==> config.mk <==
export PLATFORM = sky130hd
export DESIGN_NAME = nand_rr_prog
export DESIGN_NICKNAME = d
export VERILOG_FILES = /design/src/rtl/nand_rr_pkg.sv /design/src/rtl/rr_value_tbl.sv /design/src/rtl/rr_seq.sv /design/src/rtl/nand_rr_prog.sv
export SDC_FILE = /design/constraint.sdc
export NUM_CORES = 1
export LEC_CHECK = 0
export ABC_AREA = 0
export BUFFER_PORTS_ARGS = -buffer_cell sky130_fd_sc_hd__buf_4
export CORE_MARGIN = 1.5
export CORE_UTILIZATION = 35
export CTS_CLUSTER_SIZE = 12
export DETAILED_ROUTE_END_ITERATION = 10
export PLACE_DENSITY_LB_ADDON = 0.08
export SYNTH_ARGS = -nofsm -noshare
export SYNTH_HDL_FRONTEND = slang
export SYNTH_SLANG_ARGS = --single-unit
==> constraint.sdc <==
create_clock -name clk -period 4 [get_ports clk]
set_input_delay 0.8 -clock clk [delete_from_list [all_inputs] [get_ports clk]]
set_output_delay 0.8 -clock clk [all_outputs]
set_load 0.01 [all_outputs]
==> src/rtl/nand_rr_pkg.sv <==
package nand_rr_pkg;

    typedef enum logic [1:0] {
        OP_CMD  = 2'd0,
        OP_ADDR = 2'd1,
        OP_DATA = 2'd2
    } op_kind_e;

    typedef enum logic [2:0] {
        S_IDLE,
        S_ENTER,
        S_ADDR,
        S_DATA,
        S_APPLY
    } seq_state_e;

    typedef struct packed {
        op_kind_e    kind;
        logic [7:0]  payload;
    } bus_op_t;

    localparam logic [7:0] CMD_ENTER_PARAMS = 8'h36;
    localparam logic [7:0] CMD_APPLY_PARAMS = 8'h16;

    // Register address for programming slot idx (order is the write order).
    function automatic logic [7:0] rr_reg_addr(input logic [7:0] idx);
        logic [7:0] a;
        case (idx)
            8'd0:    a = 8'hCC;
            8'd1:    a = 8'hBF;
            8'd2:    a = 8'hAA;
            8'd3:    a = 8'hAB;
            8'd4:    a = 8'hCD;
            8'd5:    a = 8'hAD;
            8'd6:    a = 8'hAE;
            8'd7:    a = 8'hAF;
            default: a = 8'h00;
        endcase
        return a;
    endfunction

endpackage

==> src/rtl/rr_value_tbl.sv <==
module rr_value_tbl #(
    parameter int DEPTH = 48,
    localparam int AW = $clog2(DEPTH)
) (
    input  logic          clk,
    input  logic          rst,
    input  logic          we,
    input  logic [AW-1:0] waddr,
    input  logic [7:0]    wdata,
    input  logic [AW-1:0] raddr,
    output logic [7:0]    rdata
);
    logic [7:0] mem [DEPTH];

    always_ff @(posedge clk) begin
        if (rst) begin
            for (int i = 0; i < DEPTH; i++) mem[i] <= '0;
        end else if (we && (int'(waddr) < DEPTH)) begin
            mem[waddr] <= wdata;
        end
    end

    assign rdata = (int'(raddr) < DEPTH) ? mem[raddr] : 8'h00;
endmodule

==> src/rtl/rr_seq.sv <==
module rr_seq
    import nand_rr_pkg::*;
#(
    parameter int NREGS  = 8,
    parameter int NMODES = 6,
    localparam int MODE_W = (NMODES > 1) ? $clog2(NMODES) : 1,
    localparam int IDX_W  = (NREGS > 1) ? $clog2(NREGS) : 1,
    localparam int TBL_AW = $clog2(NREGS * NMODES)
) (
    input  logic              clk,
    input  logic              rst,
    input  logic              start,
    input  logic [MODE_W-1:0] mode,
    output logic              busy,
    output logic              done,
    output logic              fail,
    output logic              op_valid,
    output bus_op_t           op,
    input  logic              op_ready,
    input  logic              op_err,
    output logic [TBL_AW-1:0] rd_addr,
    input  logic [7:0]        rd_data
);
    localparam logic [MODE_W:0]  MODE_LIM = (MODE_W+1)'(NMODES);
    localparam logic [IDX_W-1:0] LAST_IDX = IDX_W'(NREGS - 1);

    seq_state_e        state;
    logic [IDX_W-1:0]  idx;
    logic [MODE_W-1:0] mode_q;
    logic              done_q, fail_q;
    logic              bad_mode;

    assign bad_mode = ({1'b0, mode} >= MODE_LIM);
    assign rd_addr  = TBL_AW'(int'(mode_q) * NREGS) + TBL_AW'(idx);

    always_ff @(posedge clk) begin
        if (rst) begin
            state  <= S_IDLE;
            idx    <= '0;
            mode_q <= '0;
            done_q <= 1'b0;
            fail_q <= 1'b0;
        end else begin
            done_q <= 1'b0;
            fail_q <= 1'b0;
            if (state == S_IDLE) begin
                if (start) begin
                    if (bad_mode) begin
                        done_q <= 1'b1;
                        fail_q <= 1'b1;
                    end else begin
                        mode_q <= mode;
                        idx    <= '0;
                        state  <= S_ENTER;
                    end
                end
            end else if (op_ready) begin
                if (op_err) begin
                    done_q <= 1'b1;
                    fail_q <= 1'b1;
                    state  <= S_IDLE;
                end else begin
                    case (state)
                        S_ENTER: state <= S_ADDR;
                        S_ADDR:  state <= S_DATA;
                        S_DATA: begin
                            if (idx == LAST_IDX) begin
                                state <= S_APPLY;
                            end else begin
                                idx   <= idx + 1'b1;
                                state <= S_ADDR;
                            end
                        end
                        S_APPLY: begin
                            done_q <= 1'b1;
                            state  <= S_IDLE;
                        end
                        default: state <= S_IDLE;
                    endcase
                end
            end
        end
    end

    always_comb begin
        op_valid = (state != S_IDLE);
        case (state)
            S_ENTER: op = '{kind: OP_CMD,  payload: CMD_ENTER_PARAMS};
            S_ADDR:  op = '{kind: OP_ADDR, payload: rr_reg_addr(8'(idx))};
            S_DATA:  op = '{kind: OP_DATA, payload: rd_data};
            S_APPLY: op = '{kind: OP_CMD,  payload: CMD_APPLY_PARAMS};
            default: op = '{kind: OP_CMD,  payload: 8'h00};
        endcase
    end

    assign busy = (state != S_IDLE);
    assign done = done_q;
    assign fail = fail_q;

    AST_FIRST_ENTER: assert property (@(posedge clk) disable iff (rst)
        $rose(op_valid) |-> (op.kind == OP_CMD && op.payload == CMD_ENTER_PARAMS));
    AST_DONE_ONE: assert property (@(posedge clk) disable iff (rst)
        done |=> !done);
    AST_OP_HOLD: assert property (@(posedge clk) disable iff (rst)
        (op_valid && !op_ready) |=> (op_valid && $stable(op)));
    AST_ABORT: assert property (@(posedge clk) disable iff (rst)
        (op_valid && op_ready && op_err) |=> (done && fail && !op_valid));
    AST_BAD_MODE: assert property (@(posedge clk) disable iff (rst)
        (!busy && start && bad_mode) |=> (done && fail && !op_valid));
    AST_FAIL_DONE: assert property (@(posedge clk) disable iff (rst)
        fail |-> done);
endmodule

==> src/rtl/nand_rr_prog.sv <==
module nand_rr_prog
    import nand_rr_pkg::*;
#(
    parameter int NREGS  = 8,
    parameter int NMODES = 6,
    localparam int MODE_W = (NMODES > 1) ? $clog2(NMODES) : 1,
    localparam int TBL_AW = $clog2(NREGS * NMODES)
) (
    input  logic              clk,
    input  logic              rst,
    input  logic              tbl_we,
    input  logic [TBL_AW-1:0] tbl_waddr,
    input  logic [7:0]        tbl_wdata,
    input  logic              start,
    input  logic [MODE_W-1:0] mode,
    output logic              busy,
    output logic              done,
    output logic              fail,
    output logic              op_valid,
    output logic [1:0]        op_kind,
    output logic [7:0]        op_byte,
    input  logic              op_ready,
    input  logic              op_err
);
    bus_op_t           op;
    logic [TBL_AW-1:0] rd_addr;
    logic [7:0]        rd_data;

    rr_value_tbl #(.DEPTH(NREGS * NMODES)) u_tbl (
        .clk   (clk),
        .rst   (rst),
        .we    (tbl_we),
        .waddr (tbl_waddr),
        .wdata (tbl_wdata),
        .raddr (rd_addr),
        .rdata (rd_data)
    );

    rr_seq #(.NREGS(NREGS), .NMODES(NMODES)) u_seq (
        .clk      (clk),
        .rst      (rst),
        .start    (start),
        .mode     (mode),
        .busy     (busy),
        .done     (done),
        .fail     (fail),
        .op_valid (op_valid),
        .op       (op),
        .op_ready (op_ready),
        .op_err   (op_err),
        .rd_addr  (rd_addr),
        .rd_data  (rd_data)
    );

    assign op_kind = op.kind;
    assign op_byte = op.payload;
endmodule

## Yosys cells after proc, flatten, opt, wreduce, memory -nomap -nowiden

Memory sizes are Yosys's and may differ from the RTL's. A register that Yosys moved wholly into a read port is not among the register bits.
Index checks and enable logic that the tools add are counted.

- $add $sub $neg: 2
- Magnitude comparators: 3
- Equal/unequal tests: 9
- Multiplexer cells: 35
- Bitwise operators: 1
- Reductions and logical operators: 9

Operator list:

| kind | number |
|---|---|
| $mux 3 | 15 |
| $pmux 10 s4 | 1 |
| $mux 8 | 2 |
| $mux 1 | 15 |
| $lt 6x6->1 const B | 2 |
| $pmux 3 s3 | 1 |
| $reduce_or 8->1 | 1 |
| $add 6x3->6 | 1 |
| $eq 3x2->1 const B | 2 |
| $eq 3x3->1 const B | 2 |
| $mux 6 | 1 |
| $reduce_and 3->1 | 2 |
| $reduce_and 6->1 | 1 |
| $ne 2x1->1 const B | 2 |
| $ne 2x2->1 const B | 2 |
| $reduce_bool 2->1 | 2 |
| $add 3x1->3 const B | 1 |
| $eq 3x1->1 const B | 1 |
| $ge 3x3->1 const B | 1 |
| $logic_not 3->1 | 1 |
| $reduce_bool 3->1 | 1 |
| $logic_and 1x1->1 | 1 |
| $not 1->1 | 1 |

- Register bits: 11
- RAM bits: 384
- Bits in read-only memories: 48
- Output and inout bits: 14
- Memories: 2

Memory list:

| name | depth | width | rd ports | clocked after memory_dff | write ports | RTL line | RTL |
|---|---|---|---|---|---|---|---|
| u_tbl.mem | 48 | 8 | 1 | 0 | 48 | rr_value_tbl.sv:13 | `logic [7:0] mem [DEPTH];` |
| (no name shown) | 8 | 6 | 1 | 1 | 0 | nand_rr_pkg.sv:28 | `case (idx)` |

## Depth between registers and ports, before layout

- Depth in word-level cells: 8
- Gate-level depth with buffers: 8

## By module

A second synthesis with hierarchy kept.

- Cells, all modules: 1249
- Area, all modules: 18739.2 sq um

Modules (own cells, without submodules):

| module | times used | cells each | area an instance (sq um) |
|---|---|---|---|
| rr_value_tbl | 1 | 1131 | 17699.5 |
| rr_seq | 1 | 118 | 1039.7 |

## Least setup slack after synthesis

Ideal clock, no wire load.

- Path kind: input to register
- Start point: input tbl_we
- End point: memory u_tbl.mem[23][0] (enable)
- Setup time: 0.384 ns
- Arrival time: 2.241 ns
- Setup slack: 1.375 ns
- Stages: 5
- Path buffers: 1
- Cell sequence: inv_1 a2111oi_4 nand3_1 buf_2 o21ai_0

RTL lines:

| item | RTL line | RTL |
|---|---|---|
| start: declaration | nand_rr_prog.sv:11 | `input logic tbl_we,` |
| end: declaration | rr_value_tbl.sv:13 |  |

## Worst setup path in the final report

- Start point: register u_seq.idx[1]
- End point: output op_byte[6]

- Longest elaborated chain between the ends: 4
- Elaborated cells between the ends (all ways): 5
- Those cells by class: add/sub: 1; order compare: 1; mux: 2; memory: 1

Ends and longest elaborated chain:

| item | RTL line | RTL |
|---|---|---|
| start: declaration | rr_seq.sv:28 | `logic [IDX_W-1:0] idx;` |
| start signal: assignment | rr_seq.sv:70 | `idx <= idx + 1'b1;` |
| $add 6x3->6 * | rr_seq.sv:34 | `assign rd_addr = TBL_AW'(int'(mode_q) * NREGS) + TBL_AW'(idx);` |
| $mem_v2 48x8 / $lt 6x6->1 (equally long branches) | -- |  |
| $mux 8 * | rr_value_tbl.sv:23 | `assign rdata = (int'(raddr) < DEPTH) ? mem[raddr] : 8'h00;` |
| $pmux 10 s4 * | rr_seq.sv:87 | `case (state)` |
| end: declaration | nand_rr_prog.sv:21 | `output logic [7:0] op_byte,` |

Mark *: on every way between the ends. The rest lies on a longest branch, timed or not.

==> flow_summary.toml <==
[synth]
synth_compound_area_share_pct = 4.45
synth_top_family_by_area = "simple AND/OR/NAND/NOR gates"
yosys-mux-area-fraction_pct = 12.7
yosysTopAreaCellShare_pct = 61.2
synth_enable_flop_cells = 384
ys_ff_latch = 401
async_flop_share_pct = 0
netlist_instances = 1305
synthTopCellsByArea = "edfxtp_1, and2_1, mux4_2"
ys_seq_area_share_pct = 63.0
yosysWarningCount = 0
syn_avg_cell_area_um2 = 14.4
synth_xor_area_share_pct = 0
yosys.area_share.simple_pct = 17.0
yosys.area.top_type = "edfxtp_1"
synthAdderAreaFrac_pct = 0.133
synth_fp_nets = 1330
ys_types = 61
ys.flop_type = "edfxtp_1"
syn-cell-area_mm2 = 0.0188

[worst_setup_path]
cp.depth = 8
critPathMaxFanout = 29
cp.arrival_ps = 3000
slowest_delay_ps = 530
path_cells = "buf_12 -> buf_12 -> mux4_2 -> mux2i_1 -> o221ai_1 -> o21ai_0 -> o21ai_0 -> buf_4"
slowest_stage = "dfxtp_4"
worstSetupStartpoint = "u_seq.idx[1]$_SDFFE_PP0N_"
crit_family = "buffers and inverters"
r2r_slack_ps = 1520
rr_worst_depth = 8
crit_end = "op_byte[6]"
critPathBufInv = 3
cp_data_required_time_ps = 3200
endpoint_kind = "output port"
r2r-start = "u_seq.idx[1]$_SDFFE_PP0N_"
crit_type = "register to output port"
startpoint_type = "register"

[clock_tree]
root_buffer = "clkbuf_16"
cts_max_level = 2
cts_tree = "done"
cts_num_sinks = 401
cts_buffer_depth = 3
ctsHoldBuffers = 0
clk_pin_slew_worst_paths_ps = 50
cts_buffers = 47
clock_latency_ps = 580

[placement]
dp.cells = 2015
hpwl_um = 35200
gp_congestion = 0.795
pre_cts_ws_ps = 687
io_buffers = 36

[grt]
grt_max_degree = 49
grt_pass1_vias = 11200
track_usage_pct = 20.0
grt_pass1_wl_um = 79900
antenna_found_initial = 0
gr-total-overflow = 0

[cells_and_area]
final_common_cell = "and2_1"
final_cell_mix = "and2_1, edfxtp_1, buf_4, mux4_2, nor2_1"
drive_above_1_share_pct = 21.1
fin_cells = 2104
area_growth_pct = 15.4
final_nets = 1404

[floorplanning]
die_w_um = 235
die_area_mm2 = 0.0552
start_util_pct = 35.6
placementRows = 84
coreArea_mm2 = 0.0529
die_height_um = 235
ios = 37

[status]
status = "finished, final reports clean"

[flow_run]
cap_violations = 0

[sta]
tns_ps = 0
setup_ws_ps = 199
max_slew_margin_pct = 40.9
tightest_slew_ps = 884
hold_viol_final = 0
min_period_ps = 3800
grt_setup_unrepaired = "false"
min_period_over_period_pct = 95.0
slew_violations = 0
skew_ps = 9.40
setup_viol = 0
max_freq_mhz = 263

[worst_hold_path]
hp-class = "input pin to register"

[pwr]
power_density_mw_per_mm2 = 453
vdd_drop_max_v = 0.000271
leakagePower_nw = 7.42

[route]
routedWlPerCell_um = 25.9
drc = 0
routed_via_density = 5.16
via_count = 10900
ant_nets = 0
postRouteWirelength_um = 54400
dr.pass1.iters = 5
drt_iter0_drc = 915
[worst register-to-register path: stages (launching register included)]
cell     delay, ps
dfxtp_4        530
buf_12         230
buf_12         260
ha_1           220
ha_1           240
o32ai_4        150
or2_2          350
a31oi_1        300
inv_1           80
[Yosys cell counts (2+ instances only)]
cell       count
a2111oi_4      2
a211oi_1       3
a21oi_1       16
a221o_1        2
a22oi_1        7
a31oi_1        3
a41oi_1        3
and2_1       387
buf_1          2
buf_12         2
buf_2         20
buf_4          8
buf_6          3
clkbuf_1      64
dfxtp_1       17
edfxtp_1     384
ha_1           2
inv_1          6
inv_2          2
mux2i_1       23
mux4_1        10
mux4_2        84
nand2_1       40
nand2b_1       2
nand3_1       13
nand3b_1       4
nand4_1        5
nor2_1        69
nor2_2         7
nor2b_1       11
nor3_1         2
nor3b_1        3
o2111ai_1      2
o21ai_0       59
o221ai_1       4
o22ai_1        6
o2bb2ai_1      2
or2_2          3
[worst min path at each step]
stage / start / endpoint / cells after the start
final: mode[0] / u_seq.mode_q[0]$_SDFFE_PP0P_ / 3
after global routing: mode[0] / u_seq.mode_q[0]$_SDFFE_PP0P_ / 3
after CTS: mode[0] / u_seq.mode_q[0]$_SDFFE_PP0P_ / 3
after detailed placement: u_seq.mode_q[1]$_SDFFE_PP0P_ / u_seq.mode_q[1]$_SDFFE_PP0P_ / 2
after global placement: u_seq.mode_q[1]$_SDFFE_PP0P_ / u_seq.mode_q[1]$_SDFFE_PP0P_ / 2
after floorplan: u_seq.mode_q[1]$_SDFFE_PP0P_ / u_seq.mode_q[1]$_SDFFE_PP0P_ / 2
[layer usage]
layer,wire length (um),vias up,share of wire [%],global-route usage (%)
met5,0,-,0,0
met4,1090,0,2.0,5.65
met3,2880,62,5.3,3.58
met2,25000,275,46,31.1
met1,25400,5546,47,28.7
li1,-,4968,-,-
[power breakdown]
| part | internal [mW] | leakage [nW] | switching [mW] | total (mW) |
|---|---|---|---|---|
| registers | 4.80 | 3.79 | 0.0750 | 4.88 |
| clock network | 2.48 | 0.733 | 1.72 | 4.20 |
| logic | 0.295 | 2.90 | 0.467 | 0.762 |
| total | 7.58 | 7.42 | 2.27 | 9.84 |
[cell families (layout without fill, tap and decap cells)]
logic type	after synthesis	after routing
DFF	401	401
and+or+nand+nor	555	555
AOI/OAI and AO/OA	123	123
other	0	1
muxes	117	117
buffers and inverters	107	217
adders and majority gates	2	2
[repair_timing]
| action | CTS | global route |
|---|---|---|
| setup endpoints to repair | 0 | 3 |
| resized for setup | 0 | 3 |
| buffers inserted | 0 | 3 |
[metrics by stage]
step / hold slack [ps] / power (mW) / util (%) / area [um2]
2_1_floorplan: 511 / 5.37 / - / 18800
3_3_place_gp: 571 / 5.73 / 38.2 / 20200
3_5_place_dp: 585 / 5.73 / 38.2 / 20200
4_1_cts: 485 / 9.94 / 41.0 / 21700
5_1_grt: 532 / 10.2 / 41.1 / 21700
6_report: 524 / 9.84 / 41.1 / 21700
[state kept, by name, indices dropped and copies added, names as in the netlist, named ones only]
signal,flops
u_tbl.mem,384
u_seq.idx,3
u_seq.mode_q,3
u_seq.state,3
u_seq.done,1
u_seq.fail,1
[cell type report]
type	instances	area, um2
antenna	1	2.50
clock buffer	58	1260
clock inverter	27	220
fill	4876	31100
inverter	8	30.0
multi-input combinational	797	6460
sequential	401	11900
tap	688	861
timing repair buffer	124	1020
No activity file was read; power rests on OpenSTA's default activity.
